$ cat config.mk
export PLATFORM = sky130hd
export DESIGN_NAME = ahb_mem_slave
export DESIGN_NICKNAME = d
export VERILOG_FILES = /design/src/rtl/ahb_mem_pkg.sv /design/src/rtl/ahb_mem_decode.sv /design/src/rtl/ahb_mem_phase.sv /design/src/rtl/ahb_mem_store.sv /design/src/rtl/ahb_mem_slave.sv
export SDC_FILE = /design/constraint.sdc
export NUM_CORES = 1
export LEC_CHECK = 0
export CAP_MARGIN = 20
export CORE_MARGIN = 2
export CORE_UTILIZATION = 60
export DETAILED_ROUTE_END_ITERATION = 10
export PLACE_DENSITY = 0.76
export SLEW_MARGIN = 10
export SYNTH_ARGS = -nofsm -noshare
export SYNTH_HDL_FRONTEND = slang
export SYNTH_SLANG_ARGS = --single-unit
$ cat constraint.sdc
create_clock -name clk_i -period 2.8 [get_ports clk_i]
set_input_delay 0.56 -clock clk_i [delete_from_list [all_inputs] [get_ports clk_i]]
set_output_delay 0.56 -clock clk_i [all_outputs]
set_load 0.02 [all_outputs]
$ cat src/rtl/ahb_mem_pkg.sv
package ahb_mem_pkg;
  typedef enum logic [1:0] {
    TR_IDLE   = 2'b00,
    TR_BUSY   = 2'b01,
    TR_NONSEQ = 2'b10,
    TR_SEQ    = 2'b11
  } htrans_e;

  typedef enum logic [2:0] {
    DP_IDLE,
    DP_WAIT,
    DP_ACCESS,
    DP_ERR1,
    DP_ERR2
  } dphase_e;

  localparam int unsigned LANES = 4;
endpackage

$ cat src/rtl/ahb_mem_decode.sv
module ahb_mem_decode
  import ahb_mem_pkg::*;
#(
  parameter int unsigned DEPTH = 16,
  parameter int unsigned IDX_W = 4
) (
  input  logic [31:0]      addr_i,
  input  logic [2:0]       size_i,
  output logic             ok_o,
  output logic [LANES-1:0] strb_o,
  output logic [IDX_W-1:0] idx_o
);
  localparam logic [31:0] LIMIT = 32'(DEPTH * LANES);

  assign ok_o  = (size_i <= 3'd2) && (addr_i < LIMIT);
  assign idx_o = addr_i[IDX_W+1:2];

  always_comb begin
    unique case (size_i)
      3'd0:    strb_o = 4'b0001 << addr_i[1:0];
      3'd1:    strb_o = addr_i[1] ? 4'b1100 : 4'b0011;
      default: strb_o = 4'b1111;
    endcase
  end
endmodule

$ cat src/rtl/ahb_mem_phase.sv
module ahb_mem_phase
  import ahb_mem_pkg::*;
#(
  parameter int unsigned WAIT_STATES = 1
) (
  input  logic clk_i,
  input  logic rst_ni,
  input  logic accept_i,
  input  logic ok_i,
  output logic ready_o,
  output logic resp_o,
  output logic access_o
);
  localparam int unsigned CNT_W = (WAIT_STATES > 1) ? $clog2(WAIT_STATES) : 1;
  localparam logic [CNT_W-1:0] CNT_LOAD = CNT_W'((WAIT_STATES > 0) ? WAIT_STATES - 1 : 0);

  dphase_e          st_q, st_d;
  logic [CNT_W-1:0] cnt_q, cnt_d;

  always_comb begin
    st_d  = st_q;
    cnt_d = cnt_q;
    unique case (st_q)
      DP_WAIT: begin
        if (cnt_q == '0) st_d = DP_ACCESS;
        else cnt_d = cnt_q - 1'b1;
      end
      DP_ERR1: st_d = DP_ERR2;
      default: begin
        if (!accept_i) begin
          st_d = DP_IDLE;
        end else if (!ok_i) begin
          st_d = DP_ERR1;
        end else if (WAIT_STATES == 0) begin
          st_d = DP_ACCESS;
        end else begin
          st_d  = DP_WAIT;
          cnt_d = CNT_LOAD;
        end
      end
    endcase
  end

  always_ff @(posedge clk_i or negedge rst_ni) begin
    if (!rst_ni) begin
      st_q  <= DP_IDLE;
      cnt_q <= '0;
    end else begin
      st_q  <= st_d;
      cnt_q <= cnt_d;
    end
  end

  assign ready_o  = !(st_q == DP_WAIT || st_q == DP_ERR1);
  assign resp_o   = (st_q == DP_ERR1) || (st_q == DP_ERR2);
  assign access_o = (st_q == DP_ACCESS);
endmodule

$ cat src/rtl/ahb_mem_store.sv
module ahb_mem_store
  import ahb_mem_pkg::*;
#(
  parameter int unsigned DEPTH = 16,
  parameter int unsigned IDX_W = 4
) (
  input  logic             clk_i,
  input  logic             rst_ni,
  input  logic             we_i,
  input  logic [LANES-1:0] strb_i,
  input  logic [IDX_W-1:0] idx_i,
  input  logic [31:0]      wdata_i,
  output logic [31:0]      rdata_o
);
  for (genvar l = 0; l < LANES; l++) begin : g_lane
    logic [7:0] cells [DEPTH];

    always_ff @(posedge clk_i or negedge rst_ni) begin
      if (!rst_ni) begin
        for (int i = 0; i < DEPTH; i++) cells[i] <= '0;
      end else if (we_i && strb_i[l]) begin
        cells[idx_i] <= wdata_i[8*l +: 8];
      end
    end

    assign rdata_o[8*l +: 8] = cells[idx_i];
  end
endmodule

$ cat src/rtl/ahb_mem_slave.sv
module ahb_mem_slave
  import ahb_mem_pkg::*;
#(
  parameter int unsigned DEPTH       = 16,
  parameter int unsigned WAIT_STATES = 1
) (
  input  logic        clk_i,
  input  logic        rst_ni,
  input  logic        sel_i,
  input  logic [31:0] addr_i,
  input  logic [1:0]  trans_i,
  input  logic        write_i,
  input  logic [2:0]  size_i,
  input  logic [31:0] wdata_i,
  input  logic        ready_i,
  output logic [31:0] rdata_o,
  output logic        ready_o,
  output logic        resp_o
);
  localparam int unsigned IDX_W = (DEPTH > 1) ? $clog2(DEPTH) : 1;

  htrans_e          trans;
  logic             active, accept;
  logic             dec_ok;
  logic [LANES-1:0] dec_strb, strb_q;
  logic [IDX_W-1:0] dec_idx, idx_q;
  logic             write_q, access;
  logic [31:0]      mem_rdata;

  assign trans  = htrans_e'(trans_i);
  assign active = (trans == TR_NONSEQ) || (trans == TR_SEQ);
  // the slave's own ready guards against sampling while it is still stalling
  assign accept = sel_i && ready_i && ready_o && active;

  ahb_mem_decode #(.DEPTH(DEPTH), .IDX_W(IDX_W)) u_decode (
    .addr_i (addr_i),
    .size_i (size_i),
    .ok_o   (dec_ok),
    .strb_o (dec_strb),
    .idx_o  (dec_idx)
  );

  always_ff @(posedge clk_i or negedge rst_ni) begin
    if (!rst_ni) begin
      idx_q   <= '0;
      strb_q  <= '0;
      write_q <= 1'b0;
    end else if (accept) begin
      idx_q   <= dec_idx;
      strb_q  <= dec_strb;
      write_q <= write_i && dec_ok;
    end
  end

  ahb_mem_phase #(.WAIT_STATES(WAIT_STATES)) u_phase (
    .clk_i    (clk_i),
    .rst_ni   (rst_ni),
    .accept_i (accept),
    .ok_i     (dec_ok),
    .ready_o  (ready_o),
    .resp_o   (resp_o),
    .access_o (access)
  );

  ahb_mem_store #(.DEPTH(DEPTH), .IDX_W(IDX_W)) u_store (
    .clk_i   (clk_i),
    .rst_ni  (rst_ni),
    .we_i    (access && write_q),
    .strb_i  (strb_q),
    .idx_i   (idx_q),
    .wdata_i (wdata_i),
    .rdata_o (mem_rdata)
  );

  assign rdata_o = (access && !write_q) ? mem_rdata : '0;
endmodule

# After elaboration in Yosys (flattened, before gate mapping)
# Index checks and enable logic that the tools add are counted.
dict set report word_totals {
  register_bits 525
  latch_bits 0
  ram_bits 0
  mem_bits_ro 0
  inputBits 74
  out_inout_bits 34
  elab_cells 135
  n_memories 0
}
dict set report op_classes {
  add_sub_neg 1
  mul 0
  n_div 0
  magnitude_cmp 4
  eq_ne 8
  shifts 1
  muxes 29
  bitwise 2
  reduce_logical 21
}
# cell count
set ops {}
lappend ops {{bitwise mux 128 bit} 4}
lappend ops {{binary-select mux 8 bit (select 4 bit)} 4}
lappend ops {{2-to-1 mux 8 bit} 9}
lappend ops {{demux 8 bit (select 4 bit)} 1}
lappend ops {{< comparator 32 x 7 -> 1 bit (second input constant)} 1}
lappend ops {{2-to-1 mux 32 bit} 1}
lappend ops {{logical AND 1 bit} 12}
lappend ops {{case mux 4 bit (2 select lines)} 1}
lappend ops {{== test 3 x 1 -> 1 bit (second input constant)} 2}
lappend ops {{== test 3 x 2 -> 1 bit (second input constant)} 2}
lappend ops {{2-to-1 mux 3 bit} 2}
lappend ops {{case mux 3 bit (2 select lines)} 1}
lappend ops {{greater-or-equal comparator 5 bit (second input constant)} 1}
lappend ops {{< comparator 5 x 1 -> 1 bit (second input constant)} 1}
lappend ops {{inverter 4 -> 5 bit} 1}
lappend ops {{== test 2 bit (second input constant)} 2}
lappend ops {{2-to-1 mux 4 bit} 1}
lappend ops {{nonzero test 2 bit} 2}
lappend ops {{<< shifter 1 x 2 -> 4 bit (first input constant)} 1}
lappend ops {{== test 3 bit (second input constant)} 1}
lappend ops {{<= comparator 3 x 2 -> 1 bit (second input constant)} 1}
lappend ops {{logical NOT 3 bit} 1}
lappend ops {{logical OR 1 bit} 3}
lappend ops {{2-to-1 mux 1 bit} 3}
lappend ops {{other kinds (7)} 8}

# Depth between registers and ports, before layout
dict set report logic_depth {
  depth_word 7
  mapped_depth 7
  mapped_depth_nobuf 4
}

# Modules after synthesis
# Synthesis repeated with hierarchy kept, for this count alone.
dict set report hier_totals {
  cells_unflattened 1525
  area_unflattened_um2 24726.2
}
# module n_inst cells_per_inst area_per_inst_um2
set modules_own_cells {}
lappend modules_own_cells {ahb_mem_store 1 1432 23859.1}
lappend modules_own_cells {ahb_mem_slave 1 59 584.3}
lappend modules_own_cells {ahb_mem_decode 1 23 148.9}
lappend modules_own_cells {ahb_mem_phase 1 11 133.9}

# Worst setup path after synthesis
# No wires, ideal clock.
dict set report synth_path {
  kind {flip-flop to output port}
  startpoint {reg u_phase.st_q[2]}
  endpoint {out rdata_o[10]}
  t_arrival_ns 1.948
  path_slack_ns 0.292
  path_stages_with_launch 5
  cell_sequence {dfrtp_1 > or4b_1 > or2_2 > clkbuf_1 > o21ai_0}
}
dict set report synth_via {
  elab_chain_cells 3
}
# item line_no
set synth_lines {}
lappend synth_lines {{start: declaration} ahb_mem_phase.sv:17} ;# dphase_e st_q, st_d;
lappend synth_lines {{start signal: assignment} ahb_mem_phase.sv:49} ;# st_q <= st_d;
lappend synth_lines {{== test 3 x 2 -> 1 bit} ahb_mem_phase.sv:56} ;# assign access_o = (st_q == DP_ACCESS);
lappend synth_lines {{logical AND 1 bit} ahb_mem_slave.sv:75} ;# assign rdata_o = (access && !write_q) ? mem_rdata : '0;
lappend synth_lines {{2-to-1 mux 32 bit} ahb_mem_slave.sv:75}
lappend synth_lines {{end: declaration} ahb_mem_slave.sv:16} ;# output logic [31:0] rdata_o,
# Every way passes these cells.

# Final worst setup path
dict set report layout_path {
  startpoint {reg u_phase.st_q[2]}
  endpoint {out rdata_o[27]}
}
# Same word-level chain as after synthesis.

==> results_dict.tcl <==
set metrics [dict create \
    grtUsageTotal_pct 27.8 \
    path_max_fanout 8 \
    crit_type "reg -> out" \
    violations "setup timing" \
    area_growth_pct 18.2 \
    cts.sinks 524 \
    cts_buffers 54 \
    fin_crit_sh_pct 112 \
    vias_per_cell 6.21 \
    cts_tree "done" \
    slowest_stage "or4b_4" \
    synth_area_per_cell_sq_um 16.0 \
    antenna_found_initial 0 \
    ys_types 32 \
    path_cells "or4b_4, buf_6, nor2_4, buf_12, buf_12, buf_6, a22oi_2, o21ai_2, buf_6" \
    antenna_left 0 \
    fin_skew_ns 0.0233 \
    syn_nets 1554 \
    grt_pass1_wl_um 86700 \
    die_width_um 203 \
    wl_um 55100 \
    dieArea_sq_um 41000 \
    grt_pass1_vias 14728 \
    whs_path_depth 1 \
    syn_inst 1480 \
    synth_area_sq_um 23700 \
    worstSetupStartpointType "register" \
    outcome "complete, but fails checks" \
    cap_viol_max_count 0 \
    overflow 0 \
    clk-insertion-delay-late_ns 0.60 \
    synth_top_area_share_pct 55.4 \
    ir_drop_v 0.000521 \
    finalHoldViolCount 0 \
    wire_per_inst_um 25.0 \
    core_sq_um 38800 \
    yosysWarnings 0 \
    worst_slew_margin_rel_pct 55.2 \
    r2r-start "u_phase.st_q[2]" \
    regToRegEndpoint "u_store.g_lane[2].cells[127]" \
    fin_hold_ws_ns 0.491 \
    htreeDepth 2 \
    drc_errors 0 \
    drive_above_1_share_pct 54.1 \
    worstPathRequired_ns 2.24 \
    ys.flop_type "dfrtp_1" \
    endpoint_kind "primary output" \
    portBuffers 106 \
    r2r_cells 6 \
    arrival_ns 2.58 \
    max_freq_mhz 318 \
    drt_iter0_drc 905 \
    min_to "u_store.g_lane[0].cells[119]" \
    hold_path.startpoint "u_store.g_lane[0].cells[119]" \
    gp_congestion 0.795 \
    fin_nets 1721 \
    netlist_top_cells_count "524 x dfrtp_1, 486 x mux2_2, 128 x mux4_2, 44 x clkbuf_1, 40 x nand2_2" \
    tns_ns -8.52 \
    rows 72 \
    min_period_ns 3.14 \
    worst_pin_slew_ns 0.670 \
    ioPinCount 108 \
    clockBufferDepth 3 \
    grt_max_degree 81 \
    vias 13696 \
    setup_violations 32 \
    p_leak_nw 11.5 \
    drv_slew 0 \
    firstDrtPassIters 6 \
    synth_edf_count 0 \
    ys_async_sr_fraction_pct 100 \
    ys_ff_latch 524 \
    setup_ws_ns -0.342 \
    hold_class "reg -> reg" \
    grt_setup_unrepaired "yes" \
    ys_seq_area_share_pct 55.4 \
    p_per_area_nw_per_um2 656 \
    r2r_setup_slack_ns 0.13 \
    dp_hpwl_um 33700 \
    synth_top_cell_by_area "dfrtp_1" \
    ys_top_cells_by_area "dfrtp_1 55%, mux2_2 23%, mux4_2 12%" \
    critPathBufInv 5 \
    initial_utilization_pct 60.9 \
    diodes 0 \
    clk_pin_slew_worst_paths_ns 0.06 \
    cts_root_buffer "clkbuf_16" \
    cpPeakStageDelay_ns 0.55 \
    crit_family "simple AND/OR/NAND/NOR gates" \
    synth_most_common_cell "dfrtp_1" \
    dieHeight_um 203 \
    path_common_cell "buf_6" \
]
==> logic make-up after synthesis <==
| logic type | count (synthesis) | share of synthesized area [%] |
|---|---|---|
| multiplexers | 676 | 38.1 |
| flip-flops | 524 | 55.4 |
| AO/OA/AOI/OAI | 76 | 2.02 |
| AND/OR/NAND/NOR | 117 | 2.78 |
| buffers and inverters | 87 | 1.68 |
==> repair_timing <==
action	4_1_cts	5_1_grt
buffers inserted	11	5
cloned	4	1
pin swaps	3	3
gates resized for setup	226	52
hold buffers	1	0
endpoints found under the setup margin	32	32
endpoints found under the hold margin	60	0
==> routing by layer <==
metal	GRT usage, %	up-vias	part of all wire, %
li1	-	5940	-
met2	44.0	335	49
met1	39.6	7349	43
met4	8.39	0	2.4
met5	0	-	0
met3	5.76	72	5.9
==> power by group <==
group          leakage, nW  switching (mW)  internal, mW
logic                 4.54            1.51          1.74
registers             6.10           0.234          7.98
clock network        0.828            2.88          3.98
total                 11.5            4.63          13.7
==> cells in the final DEF (no fill, tap or decap), drive strengths merged, types with 2 or more instances in the layout <==
master	instances
clkdlybuf4s50	73
o21ai	36
nor4	7
mux2	516
nand2	68
clkbuf	85
nor3	7
mux4	128
a31oi	4
buf	121
nand4	2
o21bai	2
dfrtp	524
mux2i	32
inv	2
nand2b	5
and2	4
a22oi	32
nor2	19
clkinv	8
==> flip-flops by register name, summed over array words and instances (netlist names) <==
signal and flops:
u_store.g_lane.cells 512, idx_q 4, strb_q 4, u_phase.st_q 3, write_q 1
==> cell type report <==
cell class                 count  area, sq um
clock buffer                  84         1600
clock inverter                11         90.1
fill                        2480        10900
inverter                       1         3.75
multi-input combinational    869        10400
sequential                   524        13100
tap                          518          648
timing repair buffer         197         2140
==> per-stage QoR <==
| stage | cell area, sq um | cells | setup slack (ns) | util (%) | power, mW |
|---|---|---|---|---|---|
| final | 28000 | 2204 | -0.342 | 72.0 | 18.3 |
| after global routing | 28000 | 2204 | -0.414 | 72.0 | 19.1 |
| after CTS | 27800 | 2199 | -0.397 | 71.6 | 18.4 |
| after detailed placement | 25800 | 2088 | -0.248 | 66.4 | 11.4 |
| after global placement | 25800 | 2088 | -0.243 | 66.4 | 11.3 |
| after floorplan | 23700 | 1480 | 0.292 | - | 10.2 |
==> how the worst max path moves through the flow <==
stage | from | endpoint | slack (ns) | cells past startpoint
finish | u_phase.st_q[2] | rdata_o[27] | -0.34 | 9
global route | u_phase.st_q[2] | rdata_o[27] | -0.41 | 9
CTS | u_phase.st_q[2] | rdata_o[5] | -0.40 | 7
detailed placement | u_phase.st_q[2] | rdata_o[19] | -0.25 | 6
global placement | u_phase.st_q[2] | rdata_o[19] | -0.24 | 6
floorplan | u_phase.st_q[2] | rdata_o[10] | 0.29 | 4
(Power assumes the default switching activity.)
